### config.mk
export PLATFORM = sky130hd
export DESIGN_NAME = oct_rd_seq
export DESIGN_NICKNAME = d
export VERILOG_FILES = /design/src/rtl/oct_seq_pkg.sv /design/src/rtl/oct_seq_baud.sv /design/src/rtl/oct_seq_xip.sv /design/src/rtl/oct_seq_cs_dec.sv /design/src/rtl/oct_rd_seq.sv
export SDC_FILE = /design/constraint.sdc
export NUM_CORES = 1
export LEC_CHECK = 0
export ABC_AREA = 1
export CORE_ASPECT_RATIO = 2
export CORE_MARGIN = 1
export CORE_UTILIZATION = 54
export CTS_CLUSTER_DIAMETER = 200
export DETAILED_ROUTE_END_ITERATION = 10
export DONT_BUFFER_PORTS = 1
export GPL_ROUTABILITY_DRIVEN = 0
export PLACE_DENSITY = 0.72
export SETUP_SLACK_MARGIN = 0.02
export SYNTH_ARGS = -nofsm -noshare
export SYNTH_HDL_FRONTEND = slang
export SYNTH_SLANG_ARGS = --single-unit
### constraint.sdc
create_clock -name clk_i -period 2.1 [get_ports clk_i]
set_clock_uncertainty 0.15 [all_clocks]
set_input_delay 0.42 -clock clk_i [delete_from_list [all_inputs] [get_ports clk_i]]
set_output_delay 0.42 -clock clk_i [all_outputs]
set_load 0.1 [all_outputs]
### src/rtl/oct_seq_pkg.sv
package oct_seq_pkg;
  typedef enum logic [2:0] {
    PH_IDLE, PH_OP, PH_EXT, PH_ADDR, PH_MODE, PH_DUMMY, PH_DATA
  } phase_e;
endpackage

### src/rtl/oct_seq_baud.sv
module oct_seq_baud #(
  parameter int DIV_W = 4
) (
  input  logic             clk_i,
  input  logic             rst_ni,
  input  logic             run_i,
  input  logic             clr_i,
  input  logic [DIV_W-1:0] div_i,
  output logic             tick_o
);
  logic [DIV_W-1:0] cnt_q;

  assign tick_o = run_i && !clr_i && (cnt_q == div_i);

  always_ff @(posedge clk_i or negedge rst_ni) begin
    if (!rst_ni)                  cnt_q <= '0;
    else if (clr_i || !run_i)     cnt_q <= '0;
    else if (tick_o)              cnt_q <= '0;
    else                          cnt_q <= cnt_q + 1'b1;
  end
endmodule

### src/rtl/oct_seq_xip.sv
module oct_seq_xip (
  input  logic clk_i,
  input  logic rst_ni,
  input  logic start_i,
  input  logic done_i,
  input  logic want_i,
  input  logic imm_i,
  output logic skip_o,
  output logic keep_o
);
  logic st_q, keep_q;

  assign skip_o = st_q || imm_i;
  assign keep_o = want_i;

  // device state follows the request only once the read carrying the mode byte ends
  always_ff @(posedge clk_i or negedge rst_ni) begin
    if (!rst_ni) begin
      st_q   <= 1'b0;
      keep_q <= 1'b0;
    end else begin
      if (start_i) keep_q <= want_i;
      if (done_i)  st_q   <= keep_q;
    end
  end
endmodule

### src/rtl/oct_seq_cs_dec.sv
module oct_seq_cs_dec #(
  parameter int NCS = 4
) (
  input  logic [NCS-1:0] sel_i,
  input  logic           raw_i,
  input  logic           act_i,
  output logic [NCS-1:0] cs_no
);
  logic [NCS-1:0] dec;
  logic           found;

  always_comb begin
    dec   = '1;
    found = 1'b0;
    for (int i = 0; i < NCS; i++) begin
      if (!found && !sel_i[i]) begin
        dec[i] = 1'b0;
        found  = 1'b1;
      end
    end
  end

  assign cs_no = !act_i ? '1 : (raw_i ? sel_i : dec);
endmodule

### src/rtl/oct_rd_seq.sv
module oct_rd_seq
  import oct_seq_pkg::*;
#(
  parameter int          ADDR_W     = 32,
  parameter int          LEN_W      = 12,
  parameter int          DUMMY_W    = 5,
  parameter int          DIV_W      = 4,
  parameter int          NCS        = 4,
  parameter logic [7:0]  MODE_KEEP  = 8'hA5,
  parameter logic [7:0]  MODE_LEAVE = 8'hFF
) (
  input  logic               clk_i,
  input  logic               rst_ni,
  input  logic               en_i,
  input  logic               cpol_i,
  input  logic               cpha_i,
  input  logic               dtr_i,
  input  logic               dual_op_i,
  input  logic [DIV_W-1:0]   div_i,
  input  logic [7:0]         opcode_i,
  input  logic [7:0]         opcode_ext_i,
  input  logic [DUMMY_W-1:0] dummy_i,
  input  logic               xip_next_i,
  input  logic               xip_imm_i,
  input  logic               cs_raw_i,
  input  logic [NCS-1:0]     cs_sel_i,
  input  logic               req_valid_i,
  output logic               req_ready_o,
  input  logic [ADDR_W-1:0]  req_addr_i,
  input  logic [LEN_W-1:0]   req_len_i,
  output logic               rdata_valid_o,
  output logic [7:0]         rdata_o,
  output logic               sclk_o,
  output logic [NCS-1:0]     cs_no_o,
  output logic [7:0]         dq_o,
  output logic [7:0]         dq_oe_o,
  input  logic [7:0]         dq_i,
  output logic               idle_o
);
  localparam int ADDR_BYTES = ADDR_W / 8;
  localparam int AIDX_W     = (ADDR_BYTES > 1) ? $clog2(ADDR_BYTES) : 1;
  localparam int CNT_W      = (LEN_W > DUMMY_W + 1) ? LEN_W : DUMMY_W + 1;

  phase_e             ph_q;
  logic [CNT_W-1:0]   cnt_q;
  logic [ADDR_W-1:0]  addr_q;
  logic [LEN_W-1:0]   len_q;
  logic [DUMMY_W:0]   dum_q;
  logic [7:0]         mode_q, rd_q, abyte;
  logic               dual_q, dtr_q, act_q, rv_q, idle_q;
  logic               busy, acc, run, tick, beat, last, done, drv;
  logic               xip_skip, xip_keep;

  assign busy        = (ph_q != PH_IDLE);
  assign req_ready_o = en_i && !busy;
  assign acc         = req_valid_i && req_ready_o;
  assign run         = busy || (en_i && !cpha_i);
  assign beat        = busy && tick && (dtr_q || !act_q);
  assign last        = (ph_q == PH_DATA) && (cnt_q == CNT_W'(len_q - 1'b1));
  assign done        = beat && (last || !en_i);

  oct_seq_baud #(.DIV_W(DIV_W)) u_baud (
    .clk_i  (clk_i),
    .rst_ni (rst_ni),
    .run_i  (run),
    .clr_i  (acc),
    .div_i  (div_i),
    .tick_o (tick)
  );

  oct_seq_xip u_xip (
    .clk_i   (clk_i),
    .rst_ni  (rst_ni),
    .start_i (acc),
    .done_i  (done),
    .want_i  (xip_next_i || xip_imm_i),
    .imm_i   (xip_imm_i),
    .skip_o  (xip_skip),
    .keep_o  (xip_keep)
  );

  oct_seq_cs_dec #(.NCS(NCS)) u_cs (
    .sel_i (cs_sel_i),
    .raw_i (cs_raw_i),
    .act_i (busy),
    .cs_no (cs_no_o)
  );

  always_ff @(posedge clk_i or negedge rst_ni) begin
    if (!rst_ni) begin
      ph_q   <= PH_IDLE;
      cnt_q  <= '0;
      addr_q <= '0;
      len_q  <= '0;
      dum_q  <= '0;
      mode_q <= '0;
      dual_q <= 1'b0;
      dtr_q  <= 1'b0;
      act_q  <= 1'b0;
      rv_q   <= 1'b0;
      rd_q   <= '0;
      idle_q <= 1'b1;
    end else begin
      idle_q <= !busy;
      rv_q   <= 1'b0;
      if (acc) begin
        ph_q   <= xip_skip ? PH_ADDR : PH_OP;
        cnt_q  <= '0;
        addr_q <= req_addr_i;
        len_q  <= req_len_i;
        dum_q  <= dtr_i ? {dummy_i, 1'b0} : {1'b0, dummy_i};
        mode_q <= xip_keep ? MODE_KEEP : MODE_LEAVE;
        dual_q <= dual_op_i;
        dtr_q  <= dtr_i;
        act_q  <= 1'b0;
      end else begin
        if (tick)      act_q <= !act_q;
        else if (!run) act_q <= 1'b0;
        if (beat) begin
          cnt_q <= cnt_q + 1'b1;
          if (ph_q == PH_DATA) begin
            rv_q <= 1'b1;
            rd_q <= dq_i;
          end
          if (!en_i) begin
            ph_q <= PH_IDLE;   // stop after the byte now on the wire
          end else begin
            unique case (ph_q)
              PH_OP: begin
                ph_q  <= dual_q ? PH_EXT : PH_ADDR;
                cnt_q <= '0;
              end
              PH_EXT: begin
                ph_q  <= PH_ADDR;
                cnt_q <= '0;
              end
              PH_ADDR: if (cnt_q == CNT_W'(ADDR_BYTES - 1)) begin
                ph_q  <= PH_MODE;
                cnt_q <= '0;
              end
              PH_MODE: begin
                ph_q  <= (dum_q == '0) ? PH_DATA : PH_DUMMY;
                cnt_q <= '0;
              end
              PH_DUMMY: if (cnt_q == CNT_W'(dum_q - 1'b1)) begin
                ph_q  <= PH_DATA;
                cnt_q <= '0;
              end
              PH_DATA: if (last) ph_q <= PH_IDLE;
              default: ph_q <= PH_IDLE;
            endcase
          end
        end
      end
    end
  end

  always_comb begin
    abyte = '0;
    for (int b = 0; b < ADDR_BYTES; b++) begin
      if (cnt_q[AIDX_W-1:0] == AIDX_W'(ADDR_BYTES - 1 - b)) abyte = addr_q[b*8 +: 8];
    end
  end

  always_comb begin
    unique case (ph_q)
      PH_OP:   dq_o = opcode_i;
      PH_EXT:  dq_o = opcode_ext_i;
      PH_ADDR: dq_o = abyte;
      PH_MODE: dq_o = mode_q;
      default: dq_o = '0;
    endcase
  end

  assign drv           = (ph_q == PH_OP) || (ph_q == PH_EXT) || (ph_q == PH_ADDR) || (ph_q == PH_MODE);
  assign dq_oe_o       = {8{drv}};
  assign sclk_o        = cpol_i ^ act_q;
  assign rdata_valid_o = rv_q;
  assign rdata_o       = rd_q;
  assign idle_o        = idle_q;
endmodule

After elaboration in Yosys (flattened, before gate mapping)
Cells that the tools add are included.

operators by class
  $lt $le $gt $ge = 0
  eq/ne operators = 17
  div/mod/pow operators = 0
  mux-type cells = 40
  bitwise operators = 2
  multiply operators = 0
  shift operators = 0
  reductions and logical operators = 39
  add/subtract/negate cells = 4

operator list
  kind                     number
  $mux W12                 5
  $pmux W12 S3             1
  $mux W8                  4
  $pmux W8 S4              1
  $eq A12 B12 Y1           2
  $mux W3                  6
  $pmux W3 S6              1
  $mux W4                  4
  $mux W1                  14
  $add A12 B1 Y12 const B  1
  $eq A12 B2 Y1 const B    1
  $logic_and A1 B1 Y1      12
  $ne A4 B3 Y1 const B     3
  $sub A12 B1 Y12 const B  1
  $logic_not A1 Y1         11
  $eq A3 B3 Y1 const B     3
  $logic_or A1 B1 Y1       9
  $mux W7                  1
  $sub A6 B1 Y7 const B    1
  $eq A3 B2 Y1 const B     2
  $logic_not A6 Y1         1
  $mux W6                  1
  $add A4 B1 Y4 const B    1
  $eq A2 B2 Y1 const B     2
  13 further kinds         14

word-level totals
  logic and storage cells = 117
  ROM bits = 0
  output and inout bits = 32
  latch bits = 0
  memories = 0
  input bits = 92
  flip-flop bits (word level) = 92
  bits in writable memories = 0

Longest topological paths before layout
Gate-level depths: netlist (run 1).

  depth in word-level cells = 11
  depth in mapped cells = 15
  depth with buffers taken out = 15

Modules after synthesis
Synthesis (run 1) repeated with hierarchy kept, for this count alone.

second synthesis, totals
  cell total of the unflattened synthesis = 705
  area, all modules = 5,083.6 µm²

by module, submodules not included
  module          seq. area each (µm²)  cells each  area each (µm²)  instances
  oct_rd_seq      2,003.2               644         4,660.7          1
  oct_seq_baud    100.1                 37          276.5            1
  oct_seq_xip     50.0                  12          93.8             1
  oct_seq_cs_dec  0.0                   12          52.6             1

Worst setup path after synthesis (run 1)
OpenSTA, ideal clock, no wires.

  path kind = register to output
  start = register cnt_q[1]
  end = output dq_o[4]
  slack = -1.421 ns
  arrival = 2.951 ns
  required time = 1.530 ns
  cell stages (with the launch flop) = 9
  buffers on the path = 2
  path through = dfrtp_1 -> inv_1 -> ha_1 -> clkbuf_1 -> clkbuf_1 -> a21oi_1 -> o31ai_1 -> o21ai_0 -> o2111ai_1

on the way
  word-level cells in the longest chain between the ends = 6
  elaborated cells between the ends (all ways) = 9
  classes of those cells = 3 x eq/ne; 5 x mux; 1 x reduce/logical

RTL lines
  what                      line               RTL
  start: declaration        oct_rd_seq.sv:45   logic [CNT_W-1:0] cnt_q;
  start signal: assignment  oct_rd_seq.sv:120  cnt_q <= cnt_q + 1'b1;
  $eq A2 B2 Y1              oct_rd_seq.sv:161  if (cnt_q[AIDX_W-1:0] == AIDX_W'(ADDR_BYTES - 1 - b)) abyte = addr_q[b*8 +: 8];
  $mux W8 (3 in a row)      oct_rd_seq.sv:161
  $mux W8 (*)               oct_rd_seq.sv:161
  $pmux W8 S4 (*)           oct_rd_seq.sv:166  unique case (ph_q)
  end: declaration          oct_rd_seq.sv:35   output logic [7:0] dq_o,

Mark *: on every way between the ends. The rest lies on a longest branch, timed or not.

Final worst setup path (run 1)
  start = register cnt_q[1]
  end = output dq_o[1]

Same word-level chain as after synthesis.

==> results of run 1 <==
## repair_timing
action,CTS,global route
cloned,0,18
gates resized for setup,60,224
buffers inserted,15,32
endpoints found under the setup margin,33,77
hold endpoints to repair,86,86
pin swaps,23,59
## worst reg2reg max path: stages, from the launching register on
cell and delay [ps]:
dfrtp_1 350, inv_1 90, ha_4 300, inv_1 60
nand2_2 60, nand2_2 60, nor2_2 100, nand3_1 150
nor2_1 160, nand3_1 140, nand2_1 100, nand4_2 160
buf_6 210, nand3_2 60, nand2_1 90
## power by group through the flow
| stage | Clock (mW) | Combinational (mW) | Sequential [mW] |
|---|---|---|---|
| floorplan | 0 | 3.87 | 2.58 |
| global placement | 0 | 4.82 | 2.78 |
| detailed placement | 0 | 4.93 | 2.78 |
| CTS | 1.71 | 5.39 | 2.78 |
| global route | 1.83 | 7.58 | 3.10 |
| finish | 1.76 | 7.26 | 3.07 |
## per-stage QoR
stage          instance area [µm²]  power [mW]  utilization
2_1_floorplan                 5453       6.447            -
3_3_place_gp                  6036       7.595       0.6475
3_5_place_dp                  6036       7.712       0.6475
4_1_cts                       6711       9.879       0.7200
5_1_grt                       8043       12.52       0.8628
6_report                      8043       12.10       0.8628
## final cells by class
cell class	instances	area share
multi-input cells	536	0.4373
well taps	104	0.01618
clock buffers	10	0.02971
inverters	57	0.03127
repair buffers	133	0.2019
repair inverters	2	0.005756
flip-flops and latches	86	0.2685
clock inverters	6	0.009334
## worst max-delay path by stage
stage,start,to,slack [ps]
detailed placement,cnt_q[1],dq_o[0],-330
floorplan,cs_sel_i[0],cs_no_o[1],-360
global route,cnt_q[1],dq_o[1],-870
global placement,cnt_q[1],dq_o[5],-220
CTS,cnt_q[0],dq_o[1],-530
finish,cnt_q[1],dq_o[1],-840
## flip-flops by register name, indices dropped and copies added, names as in the netlist
signal and flops:
act_q 1, addr_q 32, cnt_q 12, dtr_q 1, dual_q 1, dum_q 6
idle_o 1, len_q 12, mode_q 2, ph_q 3, rdata_o 8, rdata_valid_o 1
u_baud.cnt_q 4, u_xip.keep_q 1, u_xip.st_q 1
## logic make-up (layout without fill, tap and decap cells)
logic type | count (synthesis) | count (layout)
AO/OA/AOI/OAI | 72 | 72
XOR/XNOR | 27 | 27
adder cells (fa/ha/maj) | 9 | 9
buffers and inverters | 93 | 208
flip-flops | 86 | 86
AND/OR/NAND/NOR | 428 | 428
## layout by cell type, fill, tap and decap left out, types with 9 or more instances in the layout
| cell type | netlist | final |
|---|---|---|
| a21oi_1 | 18 | 9 |
| buf_12 | 0 | 21 |
| buf_4 | 11 | 61 |
| buf_6 | 2 | 36 |
| clkbuf_16 | 0 | 18 |
| dfrtp_1 | 85 | 80 |
| inv_1 | 51 | 41 |
| nand2_1 | 289 | 212 |
| nand2_2 | 3 | 54 |
| nand2_4 | 0 | 25 |
| nand3_1 | 41 | 30 |
| nand3_2 | 0 | 9 |
| nor2_1 | 61 | 47 |
| nor2_2 | 2 | 11 |
| o21ai_2 | 0 | 12 |
| xor2_1 | 20 | 19 |
## per-layer routing
layer  up-vias  routed length [µm]  track usage
met1      2962                7169       0.3227
li1       2499                   -            -
met5         -                   0            0
met3       294                3204      0.08417
met4         0                3179       0.2779
met2       609               11510       0.5860
==> qor.csv, run 1 <==
metric,value,unit
area occupied by registers,2160,µm²
"Largest delay share family, worst path",compound AO/OA/AOI/OAI gates,
failing checks,"design-rule violations, negative hold slack, negative setup slack",
synthesized cell area,5160,µm²
fin crit period,2944,ps
Final Non-Filler Cells,934,
ANT cells,0,
synth unique cells,36,
startpoint class of the critical path,register,
DR vias,6364,
gr ovfl total,0,
input/output buffers,0,
worst endpoint required time,1530,ps
area grow syn2layout,55.87,%
ANT nets after route,0,
worst r2r dst,cnt_q[2],
First DRT Iteration DRCs,825,
Clock transition at path regs,80,ps
Hold WC Path Type,in -> async,
die area,9974,µm²
drt pass-1 iters,11,
total clock sinks,86,
crit path buf inv count,4,
WHS,-407.7,ps
Placeable Area,9321,µm²
top cell type's share of synthesized area,0.4122,
Root Buffer,clkbuf_16,
RSZ-0062 raised after global routing,true,
area of the multi-input gates,3517,µm²
max incr delay on CP,470,ps
syn_area_per_cell,7.217,µm²
initial antenna violation count,0,
switching power,6.241,mW
Worst R2R Setup Slack,-260,ps
Flop pwr share,0.254,
main combinational cell family by area after synthesis,simple AND/OR/NAND/NOR gates,
dominant cell type by area after synthesis,dfrtp_1,
global-route wire length before repair,25.47,mm
Static Leak,3.880,nW
Max-Slew Margin vs Limit,0.5973,
fin crit share,1.402,
Max Cap Viol,0,
number of global-route vias before repair,5448,
FP Rows,50,
placed instance count,855,
Final #Nets,926,
H-tree depth,3,
sw frac,0.5158,
Int Pwr,5.858,mW
Post-synth EDFFs,0,
main area contributors after synthesis,"dfrtp_1 (41%), nand2_1 (21%), nor2_1 (4.4%)",
Vias/cell,6.814,
final worst setup slack,-843.7,ps
"FFs w/ async S/R, synth",1.000,
simple-gate share of the synthesized area,0.3487,
worst-path fanout max,5,
post-synthesis xor/xnor area fraction,0.04583,
f_max,339.7,MHz
Comb power frac,0.600,
"Cell Chain, Critical Path","inv_4, buf_6, ha_4, buf_4, a21oi_2, o31ai_4, o21ai_2, o2111ai_4, buf_12",
"top cells by count, synth","nand2_1 (289), dfrtp_1 (85), nor2_1 (61)",
outcome,"complete, but fails checks",
multiplexer area fraction after synthesis,0,
filler instances,429,
kind of critical path,reg -> out,
Die Ht,140.2,µm
yosys warns,0,
pin count of the biggest net entering global routing,87,
Final Hold Fails,86,
GRT Overall Usage,0.3356,
syn nets,816,
clock share of power,0.146,
final setup violation count,99,
Synth Flop Type,dfrtp_1,
"Slowest-stage cell, CP",dfrtp_2,
pre-CTS WS,-332.5,ps
Crit path depth,9,
"count leader, synth",nand2_1,
CTS tree,built,
Critical Path AT,2370,ps
Slew Limit Fails,0,
maximum VDD drop,0.001170,V
Initial Util,0.5536,
reg-to-reg startpoint,dum_q[0],
sequential area share after synthesis,0.4173,
share of layout cells above drive strength 1,0.4096,
Cells after Synth,715,
Worst-Margin Slew,602.6,ps
TritonCTS Buffers,9,
R2R cell count,14,
Routed WL,25.06,mm
deepest clock path buffer count,2,
Synth Area in Adders,0.02182,
HPWL Detailed,10.90,mm
"flops & latches, synth",86,
Ports,124,
die width,71.12,µm
DRC viols,10,
setup TNS,-18100,ps
Routed wire per std cell,26.83,µm
CP Capture Type,primary output,
Compound-Gate Fraction of Synth Area,0.08438,
clk_lat worst skew,360,ps
Pwr Density,1504,nW/µm²
Note: power is estimated with default switching activity, not from simulation.
==> run 2, diff against run 1 <==
--- a/config.mk
+++ b/config.mk
@@ -8,12 +8,11 @@
 export ABC_AREA = 1
 export CORE_ASPECT_RATIO = 2
 export CORE_MARGIN = 1
-export CORE_UTILIZATION = 54
+export CORE_UTILIZATION = 35
 export CTS_CLUSTER_DIAMETER = 200
 export DETAILED_ROUTE_END_ITERATION = 10
 export DONT_BUFFER_PORTS = 1
 export GPL_ROUTABILITY_DRIVEN = 0
-export PLACE_DENSITY = 0.72
 export SETUP_SLACK_MARGIN = 0.02
 export SYNTH_ARGS = -nofsm -noshare
 export SYNTH_HDL_FRONTEND = slang
==> qor.csv, run 2 (synthesis gave the netlist of run 1 again) <==
metric,value,unit,change
Final #Nets,907,,was 926
RSZ-0062 raised after global routing,true,,unchanged
"most common cell after layout, fill and taps aside",nand2_1,,unchanged
Ports,124,,unchanged
share of layout cells above drive strength 1,0.2996,,was 0.4096
setup TNS,-6161,ps,was -18100 ps
most used routing layer,met2,,unchanged
H-tree depth,3,,unchanged
Die Ht,173.7,µm,was 140.2 µm
"Largest delay share family, worst path",compound AO/OA/AOI/OAI gates,,unchanged
met3 Use GR,0.03667,,was 0.08417
TritonCTS Buffers,9,,unchanged
fin crit share,1.272,,was 1.402
Max-Slew Margin vs Limit,0.6736,,was 0.5973
ANT nets after route,0,,unchanged
maximum VDD drop,0.0009119,V,was 0.001170 V
Initial Util,0.3595,,was 0.5536
crit path buf inv count,3,,was 4
Routed wire per std cell,16.53,µm,was 26.83 µm
die width,87.86,µm,was 71.12 µm
Total Power,10.41,mW,was 12.10 mW
f_max,374.2,MHz,was 339.7 MHz
Final Hold Fails,86,,unchanged
Hold WC Path Type,in -> async,,unchanged
"Slowest-stage cell, CP",dfrtp_2,,unchanged
Critical Path AT,2100,ps,was 2370 ps
pin count of the biggest net entering global routing,87,,unchanged
Worst-Margin Slew,490.7,ps,was 602.6 ps
DR vias,5076,,was 6364
max incr delay on CP,440,ps,was 470 ps
Pwr Density,1414,nW/µm²,was 1504 nW/µm²
initial antenna violation count,1,,was 0
area grow syn2layout,42.70,%,was 55.87%
Static Leak,3.503,nW,was 3.880 nW
global-route wire length before repair,25.87,mm,was 25.47 mm
die area,15260,µm²,was 9974 µm²
CP Capture Type,primary output,,unchanged
max reg flops,32,,unchanged
input/output buffers,0,,unchanged
Root Buffer,clkbuf_16,,unchanged
WHS,-376.6,ps,was -407.7 ps
FP Rows,62,,was 50
worst-path fanout max,4,,was 5
number of global-route vias before repair,5194,,was 5448
Vias/cell,5.056,,was 6.814
worst endpoint required time,1530,ps,about the same
Placeable Area,14350,µm²,was 9321 µm²
GRT Overall Usage,0.2222,,was 0.3356
Top reg by flops,addr_q,,unchanged
HPWL Detailed,11.87,mm,was 10.90 mm
drt pass-1 iters,4,,was 11
gr ovfl total,0,,unchanged
outcome,"complete, but fails checks",,unchanged
CTS tree,built,,unchanged
GR Util met2,0.4151,,was 0.5860
Top Registers,"addr_q: 32 flops, cnt_q: 12 flops, len_q: 12 flops",,unchanged
Slew Limit Fails,0,,unchanged
First DRT Iteration DRCs,324,,was 825
"Cell Chain, Critical Path","inv_4, ha_4, buf_6, a21oi_1, o31ai_4, o21ai_2, o2111ai_4, buf_12",,"was inv_4, buf_6, ha_4, buf_4, a21oi_2, o31ai_4, o21ai_2, o2111ai_4, buf_12"
final worst setup slack,-572.2,ps,was -843.7 ps
Max Cap Viol,0,,unchanged
failing checks,"negative hold slack, negative setup slack",,"was design-rule violations, negative hold slack, negative setup slack"
clk_lat worst skew,340,ps,was 360 ps
Routed WL,16.60,mm,was 25.06 mm
Clock transition at path regs,60,ps,was 80 ps
Final Util,0.5131,,was 0.8628
deepest clock path buffer count,2,,unchanged
most frequent cells in the layout,"nand2_1 (276), dfrtp_1 (79), buf_4 (70)",,"was nand2_1 (212), dfrtp_1 (80), buf_4 (61)"
DRC viols,0,,was 10
total clock sinks,86,,unchanged
fin crit period,2672,ps,was 2944 ps
startpoint class of the critical path,register,,unchanged
final setup violation count,21,,was 99
met1 Usage GRT,0.2225,,was 0.3227
kind of critical path,reg -> out,,unchanged
## run 2: cell types whose count changed in the layout (fill, tap and decap cells not counted), sizes merged
cell and delta:
buf -10, clkinvlp -1, diode +1, inv -3
clkbuf -5
## run 2: repair_timing
action	in CTS	in global routing
gates resized for setup	58	81
gates cloned	0	1
hold endpoints to repair	86	86
pin swaps	23	39
setup endpoints to repair	43	50
setup buffers	23	11
## run 2: final timing paths
path	end	start	cells after the start	slack [ps]
min in group clk_i	len_q[4]	req_len_i[4]	2	40
worst max register to register	ph_q[2]	ph_q[0]	14	10
max in group asynchronous	idle_o	rst_ni	0	1940
worst min-delay path	rdata_o[2]	rst_ni	0	-380
worst max-delay path	dq_o[1]	cnt_q[0]	8	-570
worst min register to register	addr_q[30]	addr_q[30]	2	320
## run 2: through the flow
step | cells | instance area (µm²) | hold slack (ps) | setup slack, ps
global route | 1004 | 7363 | -395.2 | -648.6
global placement | 953 | 6226 | -23.00 | -321.6
CTS | 992 | 6943 | -390.8 | -587.9
finish | 1004 | 7363 | -376.6 | -572.2
detailed placement | 953 | 6226 | -23.15 | -424.4
floorplan | 715 | 5453 | -25.59 | -361.8
## run 2: worst register-to-register path, cell delays in order, from the launching register on
cell and delay [ps]:
dfrtp_2 460, buf_6 140, nor3_4 230, buf_6 140, buf_6 90, nor2_4 30, nand3_2 130, buf_6 130
nand2_4 60, nand2_2 70, a21oi_2 40, nand2_2 110, nand2_2 80, nand2_1 80, nand2_1 50
## run 2: cell type report
cell class                 instances  area [µm²]
antenna                            1       2.502
clock buffer                      12       236.5
clock inverter                     4       56.30
fill                            1320        6988
inverter                          57       244.0
multi-input combinational        536        3171
sequential                        86        2161
tap                              192       240.2
timing repair buffer             116        1252
## run 2: per-layer routing
layer	routed length (µm)	up-vias
li1	-	2457
met1	5766	2438
met2	9515	128
met3	517	53
met4	801	0
met5	0	-
## run 2: power by group
| part | total [mW] | switching [mW] | leakage, nW | internal, mW |
|---|---|---|---|---|
| sequential | 2.82 | 0.609 | 1.09 | 2.21 |
| combinational | 5.99 | 3.72 | 2.27 | 2.27 |
| clock | 1.61 | 0.675 | 0.141 | 0.933 |
| total | 10.4 | 5.00 | 3.50 | 5.41 |
